File: src/rtl/trr_pkg.sv
package trr_pkg;
   typedef enum logic [1:0] {
      TK_NONE    = 2'd0,
      TK_PHYS    = 2'd1,
      TK_SPECIAL = 2'd2,
      TK_VETO    = 2'd3
   } trig_kind_e;
endpackage

File: src/rtl/trr_throttle_front.sv
// Synchronizes raw throttle bits, reduces them per board and overall,
// and latches the crossing id on the rising edge of the overall flag.
module trr_throttle_front #(
   parameter int N_BOARDS      = 4,
   parameter int SUB_PER_BOARD = 4,
   parameter int BXID_W        = 12,
   parameter int SYNC_STAGES   = 2
) (
   input  logic                               clk,
   input  logic                               rst_n,
   input  logic [N_BOARDS*SUB_PER_BOARD-1:0]  throttle_i,
   input  logic [BXID_W-1:0]                  bxid_i,
   output logic [N_BOARDS-1:0]                board_o,
   output logic                               active_o,
   output logic [BXID_W-1:0]                  bxid_o
);
   localparam int NT = N_BOARDS * SUB_PER_BOARD;

   logic [SYNC_STAGES-1:0][NT-1:0] sync_q;
   logic [N_BOARDS-1:0]            board_d;
   logic                           any_d;

   genvar s;
   generate
      for (s = 0; s < SYNC_STAGES; s++) begin : g_sync
         if (s == 0) begin : g_first
            always_ff @(posedge clk or negedge rst_n) begin
               if (!rst_n) sync_q[0] <= '0;
               else        sync_q[0] <= throttle_i;
            end
         end else begin : g_next
            always_ff @(posedge clk or negedge rst_n) begin
               if (!rst_n) sync_q[s] <= '0;
               else        sync_q[s] <= sync_q[s-1];
            end
         end
      end
   endgenerate

   genvar b;
   generate
      for (b = 0; b < N_BOARDS; b++) begin : g_board
         assign board_d[b] = |sync_q[SYNC_STAGES-1][b*SUB_PER_BOARD +: SUB_PER_BOARD];
      end
   endgenerate

   assign any_d = |board_d;

   always_ff @(posedge clk or negedge rst_n) begin
      if (!rst_n) begin
         board_o  <= '0;
         active_o <= 1'b0;
         bxid_o   <= '0;
      end else begin
         board_o  <= board_d;
         active_o <= any_d;
         if (!active_o && any_d) bxid_o <= bxid_i;
      end
   end
endmodule

File: src/rtl/trr_decider.sv
// Per-crossing priority: veto > special > physics (gated by throttle).
module trr_decider #(
   parameter int CAL_W = 4
) (
   input  logic              throttled_i,
   input  logic              phys_i,
   input  logic              special_i,
   input  logic [CAL_W-1:0]  cal_i,
   input  logic              veto_i,
   output logic              accept_o,
   output logic [1:0]        kind_o,
   output logic [CAL_W-1:0]  cal_o,
   output logic              suppress_o
);
   import trr_pkg::*;
   trig_kind_e kind;

   always_comb begin
      kind       = TK_NONE;
      cal_o      = '0;
      suppress_o = 1'b0;
      if (veto_i) begin
         kind = TK_VETO;
      end else if (special_i) begin
         kind  = TK_SPECIAL;
         cal_o = cal_i;
      end else if (phys_i) begin
         if (throttled_i) suppress_o = 1'b1;
         else             kind       = TK_PHYS;
      end
   end

   assign kind_o   = kind;
   assign accept_o = (kind == TK_PHYS) || (kind == TK_SPECIAL);
endmodule

File: src/rtl/trr_sat_counter.sv
module trr_sat_counter #(
   parameter int W = 16
) (
   input  logic         clk,
   input  logic         rst_n,
   input  logic         inc_i,
   output logic [W-1:0] count_o
);
   localparam logic [W-1:0] TOP = '1;

   always_ff @(posedge clk or negedge rst_n) begin
      if (!rst_n)                      count_o <= '0;
      else if (inc_i && count_o != TOP) count_o <= count_o + 1'b1;
   end
endmodule

File: src/rtl/trr_delay_line.sv
module trr_delay_line #(
   parameter int W     = 8,
   parameter int DEPTH = 4
) (
   input  logic         clk,
   input  logic         rst_n,
   input  logic [W-1:0] d_i,
   output logic [W-1:0] q_o
);
   logic [DEPTH-1:0][W-1:0] stage_q;

   genvar i;
   generate
      for (i = 0; i < DEPTH; i++) begin : g_stage
         if (i == 0) begin : g_head
            always_ff @(posedge clk or negedge rst_n) begin
               if (!rst_n) stage_q[0] <= '0;
               else        stage_q[0] <= d_i;
            end
         end else begin : g_tail
            always_ff @(posedge clk or negedge rst_n) begin
               if (!rst_n) stage_q[i] <= '0;
               else        stage_q[i] <= stage_q[i-1];
            end
         end
      end
   endgenerate

   assign q_o = stage_q[DEPTH-1];
endmodule

File: src/rtl/trig_rate_regulator.sv
module trig_rate_regulator #(
   parameter int N_BOARDS      = 4,
   parameter int SUB_PER_BOARD = 4,
   parameter int BXID_W        = 12,
   parameter int CAL_W         = 4,
   parameter int LATENCY       = 16,
   parameter int SYNC_STAGES   = 2,
   parameter int CNT_W         = 16
) (
   input  logic                              clk,
   input  logic                              rst_n,
   input  logic [N_BOARDS*SUB_PER_BOARD-1:0] throttle_i,
   input  logic [BXID_W-1:0]                 bxid_i,
   input  logic                              phys_accept_i,
   input  logic                              special_req_i,
   input  logic [CAL_W-1:0]                  special_type_i,
   input  logic                              bx_veto_i,
   output logic [N_BOARDS-1:0]               thr_board_o,
   output logic                              thr_active_o,
   output logic [BXID_W-1:0]                 thr_bxid_o,
   output logic                              out_accept_o,
   output logic [1:0]                        out_kind_o,
   output logic [CAL_W-1:0]                  out_cal_o,
   output logic [BXID_W-1:0]                 out_bxid_o,
   output logic [CNT_W-1:0]                  supp_count_o
);
   localparam int PIPE_W = 1 + 2 + CAL_W + BXID_W;

   generate
      if (LATENCY < 1) begin : g_bad_lat
         $error("LATENCY must be at least 1");
      end
      if (SYNC_STAGES < 1) begin : g_bad_sync
         $error("SYNC_STAGES must be at least 1");
      end
      if (N_BOARDS < 1 || SUB_PER_BOARD < 1) begin : g_bad_shape
         $error("board and sub-card counts must be positive");
      end
      if (CNT_W < 2 || BXID_W < 1 || CAL_W < 1) begin : g_bad_width
         $error("field widths out of range");
      end
   endgenerate

   logic              dec_accept;
   logic [1:0]        dec_kind;
   logic [CAL_W-1:0]  dec_cal;
   logic              dec_suppress;
   logic [PIPE_W-1:0] pipe_d, pipe_q;

   trr_throttle_front #(
      .N_BOARDS(N_BOARDS), .SUB_PER_BOARD(SUB_PER_BOARD),
      .BXID_W(BXID_W), .SYNC_STAGES(SYNC_STAGES)
   ) u_front (
      .clk(clk), .rst_n(rst_n), .throttle_i(throttle_i), .bxid_i(bxid_i),
      .board_o(thr_board_o), .active_o(thr_active_o), .bxid_o(thr_bxid_o)
   );

   trr_decider #(.CAL_W(CAL_W)) u_dec (
      .throttled_i(thr_active_o), .phys_i(phys_accept_i),
      .special_i(special_req_i), .cal_i(special_type_i), .veto_i(bx_veto_i),
      .accept_o(dec_accept), .kind_o(dec_kind), .cal_o(dec_cal),
      .suppress_o(dec_suppress)
   );

   trr_sat_counter #(.W(CNT_W)) u_cnt (
      .clk(clk), .rst_n(rst_n), .inc_i(dec_suppress), .count_o(supp_count_o)
   );

   assign pipe_d = {dec_accept, dec_kind, dec_cal, bxid_i};

   trr_delay_line #(.W(PIPE_W), .DEPTH(LATENCY)) u_dly (
      .clk(clk), .rst_n(rst_n), .d_i(pipe_d), .q_o(pipe_q)
   );

   assign {out_accept_o, out_kind_o, out_cal_o, out_bxid_o} = pipe_q;
endmodule

File: config.mk
export PLATFORM = sky130hd
export DESIGN_NAME = trig_rate_regulator
export DESIGN_NICKNAME = d
export VERILOG_FILES = /design/src/rtl/trr_pkg.sv /design/src/rtl/trr_throttle_front.sv /design/src/rtl/trr_decider.sv /design/src/rtl/trr_sat_counter.sv /design/src/rtl/trr_delay_line.sv /design/src/rtl/trig_rate_regulator.sv
export SDC_FILE = /design/constraint.sdc
export NUM_CORES = 1
export LEC_CHECK = 0
export BUFFER_PORTS_ARGS = -buffer_cell sky130_fd_sc_hd__buf_2
export CORE_MARGIN = 3
export CORE_UTILIZATION = 42
export CTS_BUF_LIST = sky130_fd_sc_hd__clkbuf_4 sky130_fd_sc_hd__clkbuf_8
export CTS_CLUSTER_DIAMETER = 150
export DETAILED_ROUTE_END_ITERATION = 10
export PLACE_DENSITY = 0.56
export REMOVE_ABC_BUFFERS = 1
export SETUP_SLACK_MARGIN = 0.3
export SLEW_MARGIN = 20
export SYNTH_ARGS = -nofsm -noshare
export SYNTH_HDL_FRONTEND = slang
export SYNTH_SLANG_ARGS = --single-unit
File: constraint.sdc
create_clock -name clk -period 3.2 [get_ports clk]
set_input_delay 0.16 -clock clk [delete_from_list [all_inputs] [get_ports clk]]
set_output_delay 0.16 -clock clk [all_outputs]
set_load 0.02 [all_outputs]
==> key figures, run 1 <==
Status
  – Run status: finished clean

Place
  – PortBufs: 88
  – Cell Area, Placed: 0.0108 mm2
  – HPWL after DPL: 6.68 mm
  – GPL Wtd Cong: 0.699

GRT
  – Overflow after GRT: 0
  – Largest net degree at the start of global routing: 98
  – Number of global-route vias before repair: 4661
  – Initial antenna violation count: 0
  – First-pass GRT wire length: 21.9 mm
  – GRT Util Overall: 10.2%

Power and ir drop
  – Switch share: 20.3%
  – Int Pwr: 7600 uW
  – Switching pwr: 1930 uW
  – Clk pwr share: 44.0%
  – Power per cell area: 763 mW/mm2
  – Combinational fraction of design power: 3.5%
  – Worst vdd ir: 0.000462 V
  – Sequential Power Share: 52.5%
  – Leakage power figure: 0.00595 uW

Drt
  – Vias per cell: 4.17
  – Routed len/inst: 12.4 um
  – Pre-antenna DRT Iters: 5
  – DRC Markers: 0
  – Iteration-0 DRC Markers: 183
  – Routed WL: 12.5 mm
  – Vias after detailed routing: 4182
  – DRT antenna net count: 0

Floorplan
  – Chip width: 161 um
  – Die Y: 161 um
  – Full die area: 0.0259 mm2
  – Ports: 89
  – Core area: 0.0235 mm2
  – Starting Density: 42.8%
  – Rows: 56

Clock tree
  – CTS tree: built
  – CTS Buf Count: 55
  – Reg clk slew, reported paths: 0.06 ns
  – Skew-Pair Late Insertion Delay: 0.55 ns
  – CTS resizes: 0
  – Clock root cell: clkbuf_8
  – H-tree Lvls: 2
  – Sink Count: 369
  – Clock buffer depth: 3

Critical path
  – WP buf/inv: 0
  – Worst stage delay on the critical path: 0.55 ns
  – Worst path top cell family by delay: simple AND/OR/NAND/NOR gates
  – Slowest-stage cell, CP: or4_4
  – Worst setup EP type: flip-flop
  – Most frequent CP cell: or4_4
  – Critical Setup Path Class: flip-flop to flip-flop
  – Cells along the critical path: or4_4 -> or4_4 -> and2_4 -> mux2_4
  – CP Max Fanout: 12
  – Startpoint types: flip-flop
  – Worst Path Arrival: 2.58 ns
  – Critical path required time: 3.63 ns

Run
  – MaxCap Viol Count: 0

Cells and area
  – Register area: 0.00923 mm2
  – Fill count: 1871
  – Final core utilization: 53.1%
  – Design area: 0.0125 mm2
  – Multi-input logic area: 666 um2
  – Diodes inserted: 0
  – Fraction of layout cells with a size suffix above 1: 31.1%
  – Layout overhead on the synthesized area: 24.1%
  – Layout net count: 681

Timing
  – Slew of the pin with the lowest slew margin: 0.808 ns
  – Final Max Slew Viols: 0
  – Slew margin rel.: 45.7%
  – Final setup fails: 0
  – Fmax: 464 MHz
  – RSZ-0062 raised after global routing: no
  – Setup TNS: 0 ns
  – Final period util: 67.3%
  – Final Hold Viols: 0
  – Clock skew: 0.0106 ns
  – Fin crit period: 2.15 ns

Logic synthesis
  – Distinct cells, synth: 31
  – Synthesized area per cell: 21.2 um2
  – Leading area contributor after synthesis: dfrtp_1
  – Most common cell in the netlist: dfrtp_1
  – Post-synthesis register bit count: 369
  – Commonest cells in the netlist: 369 x dfrtp_1, 18 x buf_4, 11 x xor2_1
  – Ranking of synthesized cells by area: dfrtp_1 92%, mux2_4 1.5%, buf_4 1.3%
  – Post-synthesis instance total: 475
  – Yosys top cell area share: 91.7%
  – Seq/Total Area, Yosys: 91.7%
  – Post-synthesis async set-or-reset flop share: 100%
  – Ys flop type: dfrtp_1
  – Netlist Area Pre-Place: 0.0101 mm2
  – Post-synth EDFFs: 0
  – Synth warn: 0

Worst hold path
  – Hold Crit Class: input pin to flip-flop
==> what timing repair did <==
item,CTS,global route
setup buffers,0,0
endpoints found under the hold margin,139,0
hold buffers,37,0
==> worst paths after layout <==
| kind | slack, ns | to | from | depth (start not counted) |
|---|---|---|---|---|
| worst max-delay path | 1.05 | u_front.bxid_o[1] | u_front.sync_q[25] | 4 |
| worst min-delay path | 0.19 | u_cnt.count_o[2] | phys_accept_i | 4 |
| worst max register to register | 1.05 | u_front.bxid_o[1] | u_front.sync_q[25] | 4 |
| worst min register to register | 0.34 | u_dly.stage_q[27] | u_dly.stage_q[8] | 0 |
| max in group asynchronous | 2.05 | u_dly.stage_q[176] | rst_n | 3 |
| min in group asynchronous | 0.22 | u_dly.q_o[8] | rst_n | 2 |
==> metrics by stage <==
stage | hold slack (ns) | worst slack, ns | instances | power (uW)
final | 0.187 | 1.05 | 1003 | 9530
after global routing | 0.189 | 0.936 | 1003 | 9990
after CTS | 0.133 | 1.03 | 1003 | 9710
after detailed placement | 0.234 | 1.06 | 868 | 5400
after global placement | 0.226 | 1.09 | 868 | 5370
after floorplan | -0.136 | 1.15 | 456 | 5180
==> state kept, by name (all words and copies together), names as in the netlist <==
name	cells
u_dly.stage_q	285
u_front.bxid_o	12
u_front.active_o	1
u_cnt.count_o	16
u_dly.q_o	19
u_front.sync_q	32
u_front.board_o	4
==> cell families after synthesis <==
logic type | count (synthesis) | synth area share, %
AO/OA/AOI/OAI | 6 | 0.336
AND/OR/NAND/NOR | 51 | 3.17
adder cells (fa/ha/maj) | 1 | 0.124
XOR/XNOR | 12 | 1.04
multiplexers | 14 | 1.94
buffers and inverters | 22 | 1.65
flip-flops | 369 | 91.7
==> power groups by stage <==
stage	registers [uW]	logic (uW)	clock network [uW]
2_1_floorplan	5120	56.8	0
3_3_place_gp	5070	303	0
3_5_place_dp	5090	312	0
4_1_cts	5000	347	4360
5_1_grt	5020	382	4590
6_report	5000	337	4190
==> routing by layer <==
| metal | global-route usage [%] | vias up | part of all wire (%) |
|---|---|---|---|
| met4 | 4.73 | 0 | 2.4 |
| met1 | 13.5 | 2154 | 44 |
| met3 | 3.87 | 31 | 7.3 |
| met5 | 0 | - | 0 |
| met2 | 15.2 | 139 | 46 |
| li1 | - | 1858 | - |
==> tightest hold or removal path: cells and delay by family <==
family                 cells  cell delay (ns)
AO/OA/AOI/OAI              1             0.08
AND/OR/NAND/NOR            2             0.36
buffers and inverters      1             0.09
==> layout by cell type, fill, tap and decap left out, drive strengths merged, types with 6 or more instances in the layout <==
cell type	count
nand3	6
dlygate4sd3	37
buf	93
dfrtp	369
clkinv	6
xor2	11
nor3	6
clkbuf	85
nor4	6
mux2	14
nand2	7
==> area by class of cell <==
class                           instances  area share (%)
Clock inverter                         13            1.57
Clock buffer                           85            8.71
Sequential cell                       369            73.9
Timing Repair Buffer                  130            7.17
Inverter                                3          0.0902
Tap cell                              319            3.20
Multi-Input combinational cell         84            5.33
Note: power is estimated with default switching activity, not from simulation.
==> inputs of run 2 (changes only) <==
--- a/config.mk
+++ b/config.mk
@@ -5,13 +5,14 @@
 export SDC_FILE = /design/constraint.sdc
 export NUM_CORES = 1
 export LEC_CHECK = 0
+export ABC_AREA = 1
 export BUFFER_PORTS_ARGS = -buffer_cell sky130_fd_sc_hd__buf_2
 export CORE_MARGIN = 3
 export CORE_UTILIZATION = 42
 export CTS_BUF_LIST = sky130_fd_sc_hd__clkbuf_4 sky130_fd_sc_hd__clkbuf_8
 export CTS_CLUSTER_DIAMETER = 150
 export DETAILED_ROUTE_END_ITERATION = 10
-export PLACE_DENSITY = 0.56
+export PLACE_DENSITY = 0.58
 export REMOVE_ABC_BUFFERS = 1
 export SETUP_SLACK_MARGIN = 0.3
 export SLEW_MARGIN = 20
==> constraint.sdc (replaced) <==
create_clock -name clk -period 1.8 [get_ports clk]
set_input_delay 0.09 -clock clk [delete_from_list [all_inputs] [get_ports clk]]
set_output_delay 0.09 -clock clk [all_outputs]
set_load 0.02 [all_outputs]
==> key figures, run 2 <==
Status
  – Run status: finished clean

Logic synthesis
  – Post-synthesis instance total: 589 (+24%)
  – Most common cell in the netlist: dfrtp_1
  – Post-synthesis async set-or-reset flop share: 100% (unchanged)
  – Simple-gate share of the synthesized area: 6.57% (+3.4 points)
  – Synth Area in Compound Gates: 0.572% (+0.24 points)
  – Post-synthesis xor/xnor area fraction: 0.597% (-0.45 points)
  – Commonest cells in the netlist: 369 x dfrtp_1, 102 x nand2_1, 28 x nor2_1
  – Post-synthesis register bit count: 369 (unchanged)
  – Synthesized area per cell: 17.4 um2 (-18%)
  – Seq/Total Area, Yosys: 89.9% (-1.9 points)
  – Synth warn: 0 (unchanged)
  – Post-synthesis adder-cell area fraction: 0.122% (-0.0025 points)
  – Netlist Area Pre-Place: 0.0103 mm2 (+2.1%)
  – Distinct cells, synth: 20 (-35%)
  – Leading area contributor after synthesis: dfrtp_1
  – Yosys top cell area share: 89.9% (-1.9 points)
  – Main combinational cell family by area after synthesis: simple AND/OR/NAND/NOR gates
  – Ranking of synthesized cells by area: dfrtp_1 90%, nand2_1 3.7%, buf_4 1.3%
  – Multiplexer area fraction after synthesis: 0% (-1.9 points)
  – Post-synth EDFFs: 0 (unchanged)
  – Ys flop type: dfrtp_1

Timing
  – Slew of the pin with the lowest slew margin: 0.488 ns (-0.320 ns)
  – Final period util: 83.4% (+16 points)
  – Fmax: 666 MHz (+43%)
  – Final setup fails: 0 (unchanged)
  – Final Hold Viols: 0 (unchanged)
  – Final WS setup: 0.299 ns (-0.748 ns)
  – Slew margin rel.: 67.5% (+22 points)
  – RSZ-0062 raised after global routing: yes
  – Setup TNS: 0 ns (unchanged)
  – Clock skew: 0.0207 ns (+0.0101 ns)
  – Fin crit period: 1.50 ns (-0.652 ns)
  – Final Max Slew Viols: 0 (unchanged)
  – WHS: 0.0827 ns (-0.105 ns)

Floorplan
  – Ports: 89 (unchanged)
  – Core area: 0.0238 mm2 (+0.89%)
  – Starting Density: 43.3% (+0.51 points)
  – Rows: 56 (unchanged)
  – Die Y: 162 um (+1.0%)
  – Full die area: 0.0264 mm2 (+2.0%)
  – Chip width: 162 um (+1.0%)

Clock tree
  – Reg clk slew, reported paths: 0.06 ns (about the same)
  – Clock buffer depth: 3 (unchanged)
  – H-tree Lvls: 2 (unchanged)
  – Clock root cell: clkbuf_8
  – Sink Count: 369 (unchanged)
  – CTS tree: built
  – CTS Buf Count: 55 (unchanged)
  – Skew-Pair Late Insertion Delay: 0.55 ns (about the same)

Power and ir drop
  – Leakage power figure: 0.00607 uW (+2.1%)
  – Worst vdd ir: 0.000749 V (+62%)
  – Power per cell area: 1290 mW/mm2 (+69%)

Drt
  – Routed WL: 13.9 mm (+11%)
  – Pre-antenna DRT Iters: 4 (-1)
  – DRC Markers: 0 (unchanged)
  – Vias after detailed routing: 4822 (+15%)
  – Iteration-0 DRC Markers: 205 (+12%)
  – Vias per cell: 4.29 (+2.8%)
  – Routed len/inst: 12.4 um (-0.75%)
  – DRT antenna net count: 0 (unchanged)

Critical path
  – CP Max Fanout: 19 (+7)
  – R2R cell count: 9 (+5)
  – Startpoint types: flip-flop
  – Critical Setup Path Class: flip-flop to flip-flop
  – Crit path launch: u_cnt.count_o[1]
  – Worst reg2reg path endpoint: u_cnt.count_o[9]
  – Worst setup EP type: flip-flop
  – Most frequent CP cell: nor2_4
  – Reg-to-reg startpoint: u_cnt.count_o[1]
  – Worst stage delay on the critical path: 0.41 ns (-0.14 ns)
  – Worst Path Arrival: 1.93 ns (-0.65 ns)
  – FF-to-FF setup slack: 0.30 ns (-0.75 ns)
  – Slowest-stage cell, CP: dfrtp_2
  – Cells along the critical path: ha_4 -> inv_1 -> nor2_4 -> nand2_2 -> nor2_4 -> nor2_4 -> buf_12 -> nand2_1 -> o21ai_0
  – Critical path required time: 2.23 ns (-1.40 ns)
  – Critical Path Sink: u_cnt.count_o[9]

Run
  – MaxCap Viol Count: 0 (unchanged)

Place
  – HPWL after DPL: 7.79 mm (+17%)
  – Placed cells: 982 (+13%)
  – Cell Area, Placed: 0.0111 mm2 (+2.2%)
  – PortBufs: 88 (unchanged)
  – GPL Wtd Cong: 0.718 (+2.7%)
  – Place WS: 0.146 ns (-0.912 ns)

Worst hold path
  – Hold Crit Class: input pin to async pin

Cells and area
  – Layout overhead on the synthesized area: 23.8%
  – Fraction of layout cells with a size suffix above 1: 27.8% (-3.3 points)
  – Number of flip-flops in the largest register: 285 (unchanged)
  – Most frequent cells in the layout: 360 x dfrtp_1, 101 x nand2_1, 87 x buf_2
  – Commonest non-fill, non-tap cell in the layout: dfrtp_1
  – Fill count: 1882 (+0.59%)
  – Biggest register: u_dly.stage_q
  – Diodes inserted: 0 (unchanged)
  – Layout net count: 805 (+18%)
  – Post-Layout Cell Count: 1125 (+12%)
  – Design area: 0.0127 mm2 (+1.8%)

GRT
  – Number of global-route vias before repair: 5324 (+14%)
  – GRT Util Overall: 11.1% (+0.86 points)
  – Largest net degree at the start of global routing: 80 (-18%)
  – First-pass GRT wire length: 24.0 mm (+9.8%)
  – Overflow after GRT: 0 (unchanged)
  – Initial antenna violation count: 0 (unchanged)
run 2: cell count changes after synthesis, sizes merged, moves of 5 or more:
| cell | before | now |
|---|---|---|
| nand2 | 7 | 106 |
| nor2 | 3 | 33 |
| inv | 3 | 17 |
| mux2 | 14 | 0 |
| nand3 | 6 | 17 |
| o21ai | 2 | 10 |
| xor2 | 11 | 3 |
| nor3 | 6 | 0 |
| nor4 | 6 | 0 |
| and2 | 5 | 0 |
| or4 | 5 | 0 |
run 2: kinds of logic (layout without fill, tap and decap cells):
kind of cell	count (synthesis)	count (layout)
DFF	369	369
and+or+nand+nor	161	161
buffers and inverters	40	257
AOI/OAI and AO/OA	11	11
xor gates and xnor gates	7	7
adders and majority gates	1	1
run 2: power breakdown:
part,total [uW],switching (uW),leakage (uW),internal [uW]
Combinational,794,497,0.00105,297
Sequential,8930,191,0.00441,8740
Clock,6660,2780,0.000612,3880
Total,16400,3460,0.00607,12900
run 2: area by class of cell:
| class | count | area (um2) | share of cell area (%) |
|---|---|---|---|
| flip-flops and latches | 369 | 9250 | 72.7 |
| clock buffers | 90 | 1070 | 8.41 |
| repair buffers | 144 | 1040 | 8.15 |
| multi-input cells | 180 | 841 | 6.61 |
| well taps | 319 | 399 | 3.14 |
| inverters | 17 | 63.8 | 0.502 |
| clock inverters | 6 | 62.6 | 0.492 |
run 2: how the worst min path moves through the flow:
stage               depth (start not counted)                 end  slack, ns  startpoint
floorplan                                   0    u_cnt.count_o[0]      -0.21       rst_n
global placement                            1        u_dly.q_o[2]       0.06       rst_n
detailed placement                          1        u_dly.q_o[2]       0.07       rst_n
CTS                                         2  u_dly.stage_q[114]       0.07       rst_n
global route                                2        u_dly.q_o[5]        0.1       rst_n
finish                                      2        u_dly.q_o[2]       0.08       rst_n
run 2: through the flow:
step	util (%)	power (uW)
after floorplan	-	9290
after global placement	46.6	9650
after detailed placement	46.6	9730
after CTS	53.5	16600
after global routing	53.5	17200
final	53.5	16400
run 2: per-layer routing:
metal / vias to the layer above / global-route usage [%] / share of wire (%)
li1: 2169 / - / -
met5: - / 0 / 0
met4: 0 / 5.20 / 2.2
met2: 184 / 17.3 / 48
met3: 28 / 3.76 / 7.9
met1: 2441 / 14.1 / 42
run 2: timing repair:
item,CTS,global route
buffers inserted,3,3
gates resized for setup,6,11
pin swaps,1,2
hold buffers,44,0
hold endpoints to repair,383,0
setup endpoints to repair,16,24
run 2: worst max-delay path, delay by kind of cell (launching register included):
kind | cells | cell delay, ns
flip-flops | 1 | 0.41
adder cells (fa/ha/maj) | 1 | 0.15
buffers and inverters | 2 | 0.22
AO/OA/AOI/OAI | 1 | 0.09
AND/OR/NAND/NOR | 5 | 0.49
==> inputs of run 3 (changes only) <==
--- a/config.mk
+++ b/config.mk
@@ -12,7 +12,7 @@
 export CTS_BUF_LIST = sky130_fd_sc_hd__clkbuf_4 sky130_fd_sc_hd__clkbuf_8
 export CTS_CLUSTER_DIAMETER = 150
 export DETAILED_ROUTE_END_ITERATION = 10
-export PLACE_DENSITY = 0.58
+export PLACE_DENSITY = 0.56
 export REMOVE_ABC_BUFFERS = 1
 export SETUP_SLACK_MARGIN = 0.3
 export SLEW_MARGIN = 20
==> constraint.sdc (replaced) <==
create_clock -name clk -period 1.5 [get_ports clk]
set_input_delay 0.075 -clock clk [delete_from_list [all_inputs] [get_ports clk]]
set_output_delay 0.075 -clock clk [all_outputs]
set_load 0.02 [all_outputs]
==> key figures, run 3 (synthesized netlist as in run 2, its figures left out) <==
Status
  – Run status: finished clean

Drt
  – Routed WL: 15.2 mm (+9.6%)
  – DRT antenna net count: 0 (unchanged)
  – Vias after detailed routing: 5035 (+4.4%)
  – Vias per cell: 4.31 (+0.66%)
  – DRC Markers: 0 (unchanged)
  – Iteration-0 DRC Markers: 167 (-19%)
  – Routed len/inst: 13.0 um (+5.6%)
  – Pre-antenna DRT Iters: 4 (unchanged)

Timing
  – Setup TNS: 0 ns (unchanged)
  – Final Max Slew Viols: 0 (unchanged)
  – Slew margin rel.: 64.4% (-3.1 points)
  – RSZ-0062 raised after global routing: yes
  – Final Hold Viols: 0 (unchanged)
  – Fin crit period: 1.48 ns (-0.0200 ns)
  – Final period util: 98.7% (+15 points)
  – Slew of the pin with the lowest slew margin: 0.534 ns (+0.0462 ns)
  – Clock skew: 0.0229 ns (+0.00220 ns)
  – Fmax: 675 MHz (+1.3%)
  – Final setup fails: 0 (unchanged)

Cells and area
  – Commonest non-fill, non-tap cell in the layout: dfrtp_1
  – Multi-input logic area: 0.00101 mm2 (+21%)
  – Most frequent cells in the layout: 362 x dfrtp_1, 80 x nand2_1, 71 x clkbuf_8
  – Layout overhead on the synthesized area: 32.1%
  – Post-Layout Cell Count: 1167 (+3.7%)
  – Layout net count: 843 (+4.7%)
  – Diodes inserted: 0 (unchanged)
  – Register area: 0.00924 mm2 (about the same)
  – Number of flip-flops in the largest register: 285 (unchanged)
  – Biggest register: u_dly.stage_q
  – Final core utilization: 57.1% (+3.6 points)
  – Design area: 0.0136 mm2 (+6.7%)
  – Fill count: 1787 (-5.0%)
  – Fraction of layout cells with a size suffix above 1: 35.8% (+8.1 points)

Worst hold path
  – Hold Crit Class: input pin to async pin

Clock tree
  – Clock buffer depth: 3 (unchanged)
  – CTS tree: built
  – Skew-Pair Late Insertion Delay: 0.55 ns (about the same)
  – Clock root cell: clkbuf_8
  – H-tree Lvls: 2 (unchanged)
  – Reg clk slew, reported paths: 0.06 ns (about the same)
  – Sink Count: 369 (unchanged)
  – CTS Buf Count: 55 (unchanged)

Critical path
  – Worst Path Arrival: 1.92 ns (about the same)
  – Worst setup EP type: flip-flop
  – Critical Setup Path Class: flip-flop to flip-flop
  – Startpoint types: flip-flop
  – Critical path required time: 1.94 ns (-0.29 ns)
  – CP Max Fanout: 5 (-14)

Power and ir drop
  – Power per cell area: 1490 mW/mm2 (+16%)
  – Leakage power figure: 0.00648 uW (+6.7%)
  – Pwr Total: 20200 uW (+24%)
  – Worst vdd ir: 0.000829 V (+11%)

Place
  – HPWL after DPL: 7.92 mm (+1.8%)
  – PortBufs: 88 (unchanged)
  – Cell Area, Placed: 0.0112 mm2 (+1.4%)
  – Placed cells: 996 (+1.4%)
  – GPL Wtd Cong: 0.739 (+2.9%)

Floorplan
  – Core area: 0.0238 mm2 (unchanged)
  – Full die area: 0.0264 mm2 (unchanged)
  – Die Y: 162 um (unchanged)
  – Ports: 89 (unchanged)
  – Rows: 56 (unchanged)
  – Starting Density: 43.3% (unchanged)
  – Chip width: 162 um (unchanged)

GRT
  – First-pass GRT wire length: 25.3 mm (+5.4%)
  – Initial antenna violation count: 0 (unchanged)
  – Number of global-route vias before repair: 5538 (+4.0%)
  – Largest net degree at the start of global routing: 64 (-20%)
  – Overflow after GRT: 0 (unchanged)
  – GRT Util Overall: 11.8% (+0.73 points)

Run
  – MaxCap Viol Count: 0 (unchanged)
run 3: cell types whose count changed in the layout (fill, tap and decap cells not counted), moves of 5 or more:
cell / delta
nand3_2: +11
nand2_4: +5
clkbuf_8: +8
o21ai_0: -6
o21ai_1: +5
nor2_1: -5
buf_4: +21
buf_2: -35
nand3_1: -11
nand2_2: +15
nand2_1: -21
buf_6: +45
run 3: worst paths after layout:
kind,from,end,slack [ns],depth (start not counted)
setup / recovery,u_cnt.count_o[0],u_cnt.count_o[8],0.02,9
hold / removal,rst_n,u_dly.q_o[7],0.1,2
setup reg to reg,u_cnt.count_o[0],u_cnt.count_o[8],0.02,9
hold reg to reg,u_dly.stage_q[269],u_dly.q_o[3],0.33,0
max in group asynchronous,rst_n,u_dly.stage_q[247],0.74,3
min in group clk,throttle_i[0],u_front.sync_q[0],0.15,2
run 3: critical path, stage by stage, from the launching register on:
cell and delay, ns:
dfrtp_1 0.44, ha_4 0.17, inv_2 0.04, nor2_4 0.12
nand2_2 0.07, nor2_4 0.16, nor2_4 0.08, clkbuf_16 0.18
nand2_2 0.06, nand2_1 0.05
run 3: what timing repair did:
action                                  CTS  global route
endpoints found under the setup margin   59            65
pin swaps                                19            24
cloned                                    1             3
hold buffers                             40             0
setup buffers                            19             8
hold endpoints to repair                416             0
resized for setup                        99            54
run 3: cell type report:
type / instances / area share (%)
Sequential cell: 369 / 68.1
Timing Repair Buffer: 182 / 12.3
Clock buffer: 94 / 8.47
Multi-Input combinational cell: 180 / 7.47
Tap cell: 319 / 2.94
Inverter: 17 / 0.470
Clock inverter: 6 / 0.221
run 3: power by group:
| group | switching [uW] | internal, uW |
|---|---|---|
| Combinational | 706 | 633 |
| Sequential | 223 | 10500 |
| Clock | 3400 | 4800 |
| Total | 4320 | 15900 |
run 3: per-stage QoR:
stage | hold WS [ns] | worst slack (ns)
5_1_grt | 0.0990 | -0.0241
6_report | 0.0986 | 0.0188
2_1_floorplan | -0.221 | -0.0859
3_5_place_dp | 0.0757 | -0.0522
4_1_cts | 0.0722 | 0.0986
3_3_place_gp | 0.0667 | 0.0577
run 3: routing by layer:
layer  routed length, um  track usage, %  up-vias
met3                1080            3.76       44
met4                 391            5.43        0
met2                7590            19.0      177
met5                   0               0        -
li1                    -               -     2250
met1                6160            14.7     2564
